**src/rtl/itmr_pkg.sv**
```systemverilog
package itmr_pkg;

   // Word offsets inside one timer's register window.
   localparam logic [2:0] W_LIM  = 3'd0;
   localparam logic [2:0] W_CNT  = 3'd1;
   localparam logic [2:0] W_KEEP = 3'd2;
   localparam logic [2:0] W_AUX  = 3'd3;
   localparam logic [2:0] W_MODE = 3'd4;

   localparam int CPU_SPAN = 4;   // words per processor timer
   localparam int SYS_SPAN = 5;   // words in the system timer window

   // Action a bus access requests from one timer.
   typedef struct packed {
      logic ld_clr;   // limit write, flag cleared
      logic ld_keep;  // limit write, flag kept
      logic ack;      // limit read acknowledge
   } tmr_cmd_t;

endpackage

```
**src/rtl/itmr_decode.sv**
```systemverilog
module itmr_decode
   import itmr_pkg::*;
#(
   parameter int NUM_CPU = 2,
   parameter int ADDR_W  = 4,
   localparam int NU     = NUM_CPU + 1,
   localparam int UW     = (NU > 1) ? $clog2(NU) : 1
) (
   input  logic              clk,
   input  logic              rst_n,
   input  logic              bus_wr,
   input  logic              bus_rd,
   input  logic [ADDR_W-1:0] bus_addr,
   output tmr_cmd_t          cmd [NU],
   output logic              mode_wr,
   output logic              rd_hit,
   output logic [UW-1:0]     rd_unit,
   output logic [2:0]        rd_word
);

   localparam int MAP_END = NUM_CPU * CPU_SPAN + SYS_SPAN;

   generate
      if ((1 << ADDR_W) < MAP_END) begin : g_bad_addr
         $error("itmr_decode: ADDR_W too small for the register map");
      end
   endgenerate

   logic          hit;
   logic [UW-1:0] unit;
   logic [2:0]    word;
   logic          rd_ok;

   always_comb begin
      hit  = 1'b0;
      unit = '0;
      word = '0;
      for (int u = 0; u < NU; u++) begin
         int base;
         int span;
         base = u * CPU_SPAN;
         span = (u == NUM_CPU) ? SYS_SPAN : CPU_SPAN;
         if (int'(bus_addr) >= base && int'(bus_addr) < base + span) begin
            hit  = 1'b1;
            unit = UW'(u);
            word = 3'(int'(bus_addr) - base);
         end
      end
   end

   assign rd_ok   = bus_rd && !bus_wr;
   assign rd_hit  = hit;
   assign rd_unit = unit;
   assign rd_word = word;

   genvar gu;
   generate
      for (gu = 0; gu < NU; gu++) begin : g_strobe
         logic sel;
         assign sel = hit && (unit == UW'(gu));
         assign cmd[gu].ld_clr  = bus_wr && sel && (word == W_LIM);
         assign cmd[gu].ld_keep = bus_wr && sel && (word == W_KEEP);
         assign cmd[gu].ack     = rd_ok  && sel && (word == W_LIM);
      end
   endgenerate

   assign mode_wr = bus_wr && hit && (unit == UW'(NUM_CPU)) && (word == W_MODE);

   // At most one timer action or mode write per access.
   logic [3*NU:0] all_str;
   always_comb begin
      all_str = '0;
      for (int u = 0; u < NU; u++) begin
         all_str[3*u]   = cmd[u].ld_clr;
         all_str[3*u+1] = cmd[u].ld_keep;
         all_str[3*u+2] = cmd[u].ack;
      end
      all_str[3*NU] = mode_wr;
   end

   AST_ONE_STROBE: assert property (@(posedge clk) disable iff (!rst_n)
      $onehot0(all_str));

endmodule

```
**src/rtl/itmr_unit.sv**
```systemverilog
module itmr_unit
   import itmr_pkg::*;
#(
   parameter int CNT_W = 16
) (
   input  logic             clk,
   input  logic             rst_n,
   input  logic             tick,
   input  logic             cmp_en,
   input  tmr_cmd_t         cmd,
   input  logic [CNT_W-1:0] ld_val,
   output logic [CNT_W-1:0] cnt_o,
   output logic [CNT_W-1:0] lim_o,
   output logic             pend_o
);

   logic [CNT_W-1:0] cnt_q;
   logic [CNT_W-1:0] lim_q;
   logic             pend_q;
   logic             load;
   logic             at_lim;
   logic             wrap;

   assign load   = cmd.ld_clr || cmd.ld_keep;
   assign at_lim = (lim_q != '0) && (cnt_q == lim_q);
   assign wrap   = tick && cmp_en && at_lim && !load;

   always_ff @(posedge clk) begin
      if (!rst_n) begin
         cnt_q  <= '0;
         lim_q  <= '0;
         pend_q <= 1'b0;
      end else if (load) begin
         lim_q <= ld_val;
         cnt_q <= '0;
         if (cmd.ld_clr) pend_q <= 1'b0;
      end else begin
         if (tick) cnt_q <= wrap ? '0 : cnt_q + 1'b1;
         if (wrap)         pend_q <= 1'b1;
         else if (cmd.ack) pend_q <= 1'b0;
      end
   end

   assign cnt_o  = cnt_q;
   assign lim_o  = lim_q;
   assign pend_o = pend_q;

   AST_COUNT_HOLD: assert property (@(posedge clk) disable iff (!rst_n)
      (!tick && !load) |=> $stable(cnt_q));
   AST_WRAP_SETS: assert property (@(posedge clk) disable iff (!rst_n)
      wrap |=> (pend_q && cnt_q == '0));
   AST_ACK_CLEARS: assert property (@(posedge clk) disable iff (!rst_n)
      (cmd.ack && !tick) |=> !pend_q);
   AST_LOAD_RESTART: assert property (@(posedge clk) disable iff (!rst_n)
      cmd.ld_clr |=> (cnt_q == '0 && !pend_q));
   AST_KEEP_FLAG: assert property (@(posedge clk) disable iff (!rst_n)
      cmd.ld_keep |=> (pend_q == $past(pend_q) && cnt_q == '0));
   AST_ZERO_QUIET: assert property (@(posedge clk) disable iff (!rst_n)
      (lim_q == '0 && !pend_q) |=> !pend_q);
   AST_SET_WINS: assert property (@(posedge clk) disable iff (!rst_n)
      (wrap && cmd.ack) |=> pend_q);

endmodule

```
**src/rtl/itmr_bank.sv**
```systemverilog
module itmr_bank
   import itmr_pkg::*;
#(
   parameter int NUM_CPU = 2,
   parameter int CNT_W   = 22,
   parameter int DATA_W  = 32,
   parameter int ADDR_W  = $clog2(NUM_CPU * 4 + 5)
) (
   input  logic               clk,
   input  logic               rst_n,
   input  logic               tick_en,
   input  logic               bus_wr,
   input  logic               bus_rd,
   input  logic [ADDR_W-1:0]  bus_addr,
   input  logic [DATA_W-1:0]  bus_wdata,
   output logic [DATA_W-1:0]  bus_rdata,
   output logic [NUM_CPU-1:0] cpu_irq,
   output logic               sys_irq
);

   localparam int NU = NUM_CPU + 1;
   localparam int UW = (NU > 1) ? $clog2(NU) : 1;

   generate
      if (NUM_CPU < 1 || NUM_CPU > 8) begin : g_bad_ncpu
         $error("itmr_bank: NUM_CPU must be 1..8");
      end
      if (CNT_W < 2 || CNT_W > DATA_W - 1) begin : g_bad_cnt
         $error("itmr_bank: CNT_W must be 2..DATA_W-1");
      end
      if (NUM_CPU > DATA_W) begin : g_bad_mode
         $error("itmr_bank: mode word narrower than NUM_CPU");
      end
   endgenerate

   tmr_cmd_t          cmd [NU];
   logic              mode_wr;
   logic              rd_hit;
   logic [UW-1:0]     rd_unit;
   logic [2:0]        rd_word;
   logic [NUM_CPU-1:0] mode_q;

   logic [CNT_W-1:0]  cnt_a  [NU];
   logic [CNT_W-1:0]  lim_a  [NU];
   logic              pend_a [NU];

   itmr_decode #(
      .NUM_CPU (NUM_CPU),
      .ADDR_W  (ADDR_W)
   ) u_dec (
      .clk     (clk),
      .rst_n   (rst_n),
      .bus_wr  (bus_wr),
      .bus_rd  (bus_rd),
      .bus_addr(bus_addr),
      .cmd     (cmd),
      .mode_wr (mode_wr),
      .rd_hit  (rd_hit),
      .rd_unit (rd_unit),
      .rd_word (rd_word)
   );

   always_ff @(posedge clk) begin
      if (!rst_n)       mode_q <= '0;
      else if (mode_wr) mode_q <= bus_wdata[NUM_CPU-1:0];
   end

   genvar gu;
   generate
      for (gu = 0; gu < NU; gu++) begin : g_tmr
         logic cmp_en;
         if (gu < NUM_CPU) begin : g_cpu
            assign cmp_en      = !mode_q[gu];
            assign cpu_irq[gu] = pend_a[gu];
         end else begin : g_sys
            assign cmp_en  = 1'b1;
            assign sys_irq = pend_a[gu];
         end
         itmr_unit #(
            .CNT_W (CNT_W)
         ) u_tmr (
            .clk    (clk),
            .rst_n  (rst_n),
            .tick   (tick_en),
            .cmp_en (cmp_en),
            .cmd    (cmd[gu]),
            .ld_val (bus_wdata[CNT_W-1:0]),
            .cnt_o  (cnt_a[gu]),
            .lim_o  (lim_a[gu]),
            .pend_o (pend_a[gu])
         );
      end
   endgenerate

   always_comb begin
      bus_rdata = '0;
      if (bus_rd && rd_hit) begin
         case (rd_word)
            W_LIM: begin
               bus_rdata[CNT_W-1:0] = lim_a[rd_unit];
               bus_rdata[DATA_W-1]  = pend_a[rd_unit];
            end
            W_CNT: begin
               bus_rdata[CNT_W-1:0] = cnt_a[rd_unit];
               bus_rdata[DATA_W-1]  = pend_a[rd_unit];
            end
            W_MODE: bus_rdata[NUM_CPU-1:0] = mode_q;
            default: bus_rdata = '0;
         endcase
      end
   end

   AST_MODE_QUIET: assert property (@(posedge clk) disable iff (!rst_n)
      (mode_q[0] && !cpu_irq[0]) |=> !cpu_irq[0]);
   AST_RESET_LOW: assert property (@(posedge clk)
      !rst_n |=> (cpu_irq == '0 && !sys_irq));

endmodule

```
**config.mk**
```make
export PLATFORM = sky130hd
export DESIGN_NAME = itmr_bank
export DESIGN_NICKNAME = d
export VERILOG_FILES = /design/src/rtl/itmr_pkg.sv /design/src/rtl/itmr_decode.sv /design/src/rtl/itmr_unit.sv /design/src/rtl/itmr_bank.sv
export SDC_FILE = /design/constraint.sdc
export NUM_CORES = 1
export LEC_CHECK = 0
export BUFFER_PORTS_ARGS = -buffer_cell sky130_fd_sc_hd__buf_2
export CAP_MARGIN = 20
export CORE_AREA = 4 4 182 184
export CTS_BUF_LIST = sky130_fd_sc_hd__clkbuf_8
export CTS_CLUSTER_DIAMETER = 200
export DETAILED_ROUTE_END_ITERATION = 8
export DIE_AREA = 0 0 186 188
export PLACE_DENSITY = 0.46
export SLEW_MARGIN = 20
export SYNTH_ARGS = -nofsm -noshare
export SYNTH_HDL_FRONTEND = slang
export SYNTH_SLANG_ARGS = --single-unit
```
**constraint.sdc**
```tcl
create_clock -name clk -period 2.25 [get_ports clk]
set_input_delay 0.45 -clock clk [delete_from_list [all_inputs] [get_ports clk]]
set_output_delay 0.45 -clock clk [all_outputs]
set_load 0.02 [all_outputs]
```
### Word level (Yosys, flattened, before mapping)

Index checks and enable logic that the tools add are counted.

| storage, ports and cells | value |
|---|---|
| input bits | 41 |
| bits in registers | 137 |
| word-level logic and storage cells | 130 |

| operators by class | value |
|---|---|
| order comparisons | 6 |
| $add $sub $neg | 5 |
| bitwise logic cells | 2 |
| eq/ne operators | 11 |
| reductions and logical operators | 60 |
| mux-type cells | 36 |

Operators by type and width:

| cell | count |
|---|---|
| two-way mux 22 bit | 7 |
| binary-select mux 22 bit (select 2 bit) | 2 |
| adder 22 x 1 -> 22 bit, second input constant | 3 |
| == test 22 bit | 3 |
| nonzero test 22 bit | 3 |
| case mux 20 bit (2 select lines) | 1 |
| logical AND 1 bit | 36 |
| two-way mux 32 bit | 1 |
| two-way mux 1 bit | 19 |
| two-way mux 3 bit | 3 |
| nonzero test 3 bit | 3 |
| < comparator 4 bit, second input constant | 2 |
| OR reduction 2 bit | 4 |
| logical NOT 1 bit | 6 |
| inequality test 2 x 1 -> 1 bit, second input constant | 3 |
| case mux 2 bit (3 select lines) | 1 |
| AND reduction 2 bit | 3 |
| >= comparator 4 x 3 -> 1 bit, second input constant | 1 |
| >= comparator 4 bit, second input constant | 1 |
| < comparator 4 x 3 -> 1 bit, second input constant | 1 |
| == test 3 x 1 -> 1 bit, second input constant | 1 |
| == test 3 x 2 -> 1 bit, second input constant | 1 |
| == test 3 bit, second input constant | 1 |
| >= comparator 3 bit, second input constant | 1 |
| 11 further kinds | 13 |

### Depth between registers and ports, before layout

| depth | value |
|---|---|
| depth in word-level cells | 13 |
| gate-level depth with buffers | 10 |

### Hierarchy

From an unflattened synthesis, not the netlist that was laid out.

| unflattened totals | value |
|---|---|
| cell total of the unflattened synthesis | 965 |
| area total of the unflattened synthesis | 8085.3 um^2 |

Modules (own cells, without submodules):

| module | area an instance (um^2) | sequential area each (um^2) | cells each | instances |
|---|---|---|---|---|
| itmr_unit | 2139.6 | 900.9 | 250 | 3 |
| itmr_bank | 1505.2 | 40.0 | 188 | 1 |
| itmr_decode | 161.4 | 0.0 | 27 | 1 |

### Worst setup path before layout

OpenSTA, ideal clock, no wires.

| timing | value |
|---|---|
| path type | input-to-output |
| start | input port bus_addr[3] |
| end | output port bus_rdata[19] |
| stages | 9 |
| arrival time | 2.138 ns |
| slack | -0.338 ns |
| required time | 1.800 ns |
| cell sequence | clkbuf_1 > nor2b_1 > clkbuf_1 > buf_2 > buf_2 > mux2i_1 > o22ai_1 > nor2_1 > nor3_1 |

| between the ends | value |
|---|---|
| longest elaborated chain between the ends | 10 |

Ends and longest elaborated chain:

| element | line | source |
|---|---|---|
| start: declaration | itmr_bank.sv:14 | `input logic [ADDR_W-1:0] bus_addr,` |
| >= comparator 4 x 3 -> 1 bit / < comparator 4 bit (equally long branches) | itmr_decode.sv:43 | `if (int'(bus_addr) >= base && int'(bus_addr) < base + span) begin` |
| logical AND 1 bit | itmr_decode.sv:43 |  |
| two-way mux 1 bit | itmr_decode.sv:43 |  |
| two-way mux 2 bit | itmr_decode.sv:43 |  |
| NOT 2 -> 3 bit (implied by the code) | itmr_bank.sv:100, itmr_bank.sv:104 |  |
| binary-select mux 22 bit (select 2 bit), on equally long branches | itmr_bank.sv:104, itmr_bank.sv:100 |  |
| two-way mux 22 bit, on equally long branches (2 in series) | itmr_bank.sv:104, itmr_bank.sv:100 |  |
| case mux 20 bit (2 select lines) | itmr_bank.sv:98 | `case (rd_word)` |
| two-way mux 32 bit * | itmr_bank.sv:97 | `if (bus_rd && rd_hit) begin` |
| end: declaration | itmr_bank.sv:16 | `output logic [DATA_W-1:0] bus_rdata,` |

Mark *: on every way between the ends. The rest lies on a longest branch, timed or not. The select of a mux whose other input is x is not followed.

### Worst setup path in the final report

| timing | value |
|---|---|
| start | input port bus_addr[2] |
| end | output port bus_rdata[5] |

The elaborated chain is that of the path after synthesis.

==> flow_metrics.env <==
export IMPL_synthCells=962
export IMPL_yosysTopAreaCellShare=0.354
export IMPL_mappedNetlistArea_um2=7750
export IMPL_cpMostUsedCell="buf_12"
export IMPL_die_w_um=186
export IMPL_area_growth_pct=33.8
export IMPL_slowest_stage="nor2b_4"
export IMPL_hold_worst_slack_ns=0.256
export IMPL_fp_coreArea_um2=31400
export IMPL_ant_nets=0
export IMPL_synth_seq_cells=137
export IMPL_die_area_um2=35000
export IMPL_finalHoldViolCount=0
export IMPL_power_density_nw_per_um2=554
export IMPL_synthFlopType="dfxtp_1"
export IMPL_crit_path_max_incr_delay_ns=0.24
export IMPL_ios=76
export IMPL_cp_required_ns=1.80
export IMPL_synth_commonest_cells="nand2_1 (164), dfxtp_1 (137), nor2_1 (97), xnor2_1 (71), a21boi_0 (67)"
export IMPL_power_total_w=0.00574
export IMPL_cap_violations=0
export IMPL_wire_per_inst_um=19.3
export IMPL_dr_first_iter_drc_count=488
export IMPL_seq_area_frac_synth=0.354
export IMPL_cts_sinks=137
export IMPL_start_util=0.247
export IMPL_synthArstFlopShare=0
export IMPL_htreeDepth=4
export IMPL_fill_cells=3386
export IMPL_clk_latency_ns=0.47
export IMPL_post_route_period_util=1.03
export IMPL_clk_pin_slew_ns=0.09
export IMPL_dr_total_vias=7339
export IMPL_grt_pass1_vias=7270
export IMPL_slew_violations=0
export IMPL_finClkSkew_ns=0.0207
export IMPL_clockRootBuffer="clkbuf_8"
export IMPL_arrival_ns=1.88
export IMPL_rsz0062_at_grt="yes"
export IMPL_critPathBufInv=4
export IMPL_regArea_um2=2760
export IMPL_synth_avg_cell_area_um2=8.05
export IMPL_drcViolationCount=0
export IMPL_track_usage=0.166
export IMPL_antennaDiodeCount=0
export IMPL_nets=1135
export IMPL_dp_hpwl_um=21900
export IMPL_row_count=65
export IMPL_drive_above_1_share=0.280
export IMPL_gp_congestion=0.872
export IMPL_cts_inserted_buffers=17
export IMPL_multi_input_area_um2=5120
export IMPL_ys_top_cells_by_area="dfxtp_1 (35%), xnor2_1 (8.0%), nand2_1 (7.9%)"
export IMPL_crit_chain="buf_8, nor2b_4, buf_12, buf_12, mux2i_4, o22ai_1, nor2_1, nor3_2, buf_4"
export IMPL_worstHoldPathType="in2reg"
export IMPL_layout_min_cycle_time_ns=2.33
export IMPL_leakagePower_nw=3.78
export IMPL_cts_tree="built"
export IMPL_crit_type="in2out"
export IMPL_endpoint_kind="primary output"
export IMPL_setup_viol=12
export IMPL_vdd_drop_max_v=0.000328
export IMPL_violations="negative setup slack"
export IMPL_yosysMostFrequentCell="nand2_1"
export IMPL_grt_antenna_before_repair=0
export IMPL_setup_ws_ns=-0.0781
export IMPL_outcome="complete, but fails checks"
export IMPL_crit_family="buffers and inverters"
export IMPL_vias_per_cell=4.87
export IMPL_yosysWarnings=0
export IMPL_drt_total_wl_um=29000
export IMPL_yosysUniqueCellTypes=47
export IMPL_portBuffers=56
export IMPL_postCtsHoldBufs=0
export IMPL_cp_start_kind="input pin"
export IMPL_grt_max_degree=39
export IMPL_die_h_um=188
export IMPL_grt_ovfl_total=0
export IMPL_clockBufferDepth=2
export IMPL_grt_pass1_wl_um=43900
export IMPL_max_freq_mhz=430
export IMPL_first_pass_iters=4
export IMPL_yosysTopAreaCell="dfxtp_1"
export IMPL_synth_edf_count=0
export IMPL_cp_max_fo=12
## per-stage QoR
| step | setup slack, ns | utilization | cells | area, µm² | setup TNS [ns] |
|---|---|---|---|---|---|
| final | -0.0781 | 0.330 | 1506 | 10400 | -0.597 |
| after global routing | -0.116 | 0.330 | 1506 | 10400 | -1.50 |
| after CTS | -0.0728 | 0.321 | 1507 | 10100 | -0.766 |
| after detailed placement | -0.193 | 0.299 | 1468 | 9380 | -2.40 |
| after global placement | -0.178 | 0.299 | 1468 | 9380 | -2.64 |
| after floorplan | -0.00972 | - | 970 | 7910 | -0.192 |
## placed cells by master, fill, tap and decap left out, types with 10 or more instances in the layout
cell / instances
buf_4: 119
nor3_2: 19
nand2_1: 163
mux2i_1: 34
nor2_1: 83
buf_2: 32
nor2_2: 10
dfxtp_1: 127
clkbuf_8: 17
xor2_1: 56
nand4_1: 33
a21boi_0: 67
buf_6: 15
nor4_1: 18
a221oi_1: 11
nand3_1: 29
o22ai_1: 12
buf_12: 12
xnor2_1: 70
## cell families after synthesis
logic type,share of synthesized area
buf+inv,0.0509
mux,0.0596
flops,0.354
fa+ha+maj,0.00484
simple gates,0.262
other cells,0.000484
compound gates,0.125
xor+xnor,0.144
## path summary, 6_finish.rpt
kind                                   to  cells past startpoint                     start  slack, ns
setup reg to reg  g_tmr[1].u_tmr.cnt_o[1]                      8  g_tmr[1].u_tmr.cnt_o[15]       0.08
hold / removal    g_tmr[0].u_tmr.lim_o[3]                      3              bus_wdata[3]       0.26
setup / recovery             bus_rdata[5]                      9               bus_addr[2]      -0.08
hold reg to reg   g_tmr[2].u_tmr.lim_o[6]                      2   g_tmr[2].u_tmr.lim_o[6]       0.52
## sequential cells by signal (all words and copies together) (netlist names)
name,cells
g_tmr.u_tmr.cnt_o,66
g_tmr.u_tmr.pend_o,3
mode_q,2
g_tmr.u_tmr.lim_o,66
## worst min-delay path, stage by stage
cell and delay [ns]:
buf_2 0.12, nand2_1 0.05, a21boi_0 0.06
## cell type report
type | count | area share
multi-input combinational | 746 | 0.494
timing repair buffer | 181 | 0.148
inverter | 8 | 0.00290
sequential | 137 | 0.266
tap | 402 | 0.0485
clock inverter | 15 | 0.0182
clock buffer | 17 | 0.0226
## where the power goes
group	switching (W)	total, W	internal [W]
clock network	0.00113	0.00224	0.00112
registers	0.0000559	0.00252	0.00247
logic	0.000553	0.000975	0.000422
total	0.00173	0.00574	0.00401
## routing by layer
layer | up-vias | global-route usage | routed length (µm)
met5 | - | 0 | 0
met4 | 0 | 0.0535 | 747
met3 | 37 | 0.0293 | 1120
met2 | 186 | 0.260 | 13300
met1 | 3555 | 0.230 | 13800
li1 | 3561 | - | -
## what timing repair did
item	CTS	global route
setup buffers	5	4
setup endpoints to repair	43	45
hold endpoints to repair	0	0
gates cloned	3	0
resized for setup	53	73
pin swaps	3	12
(Power assumes the default switching activity.)
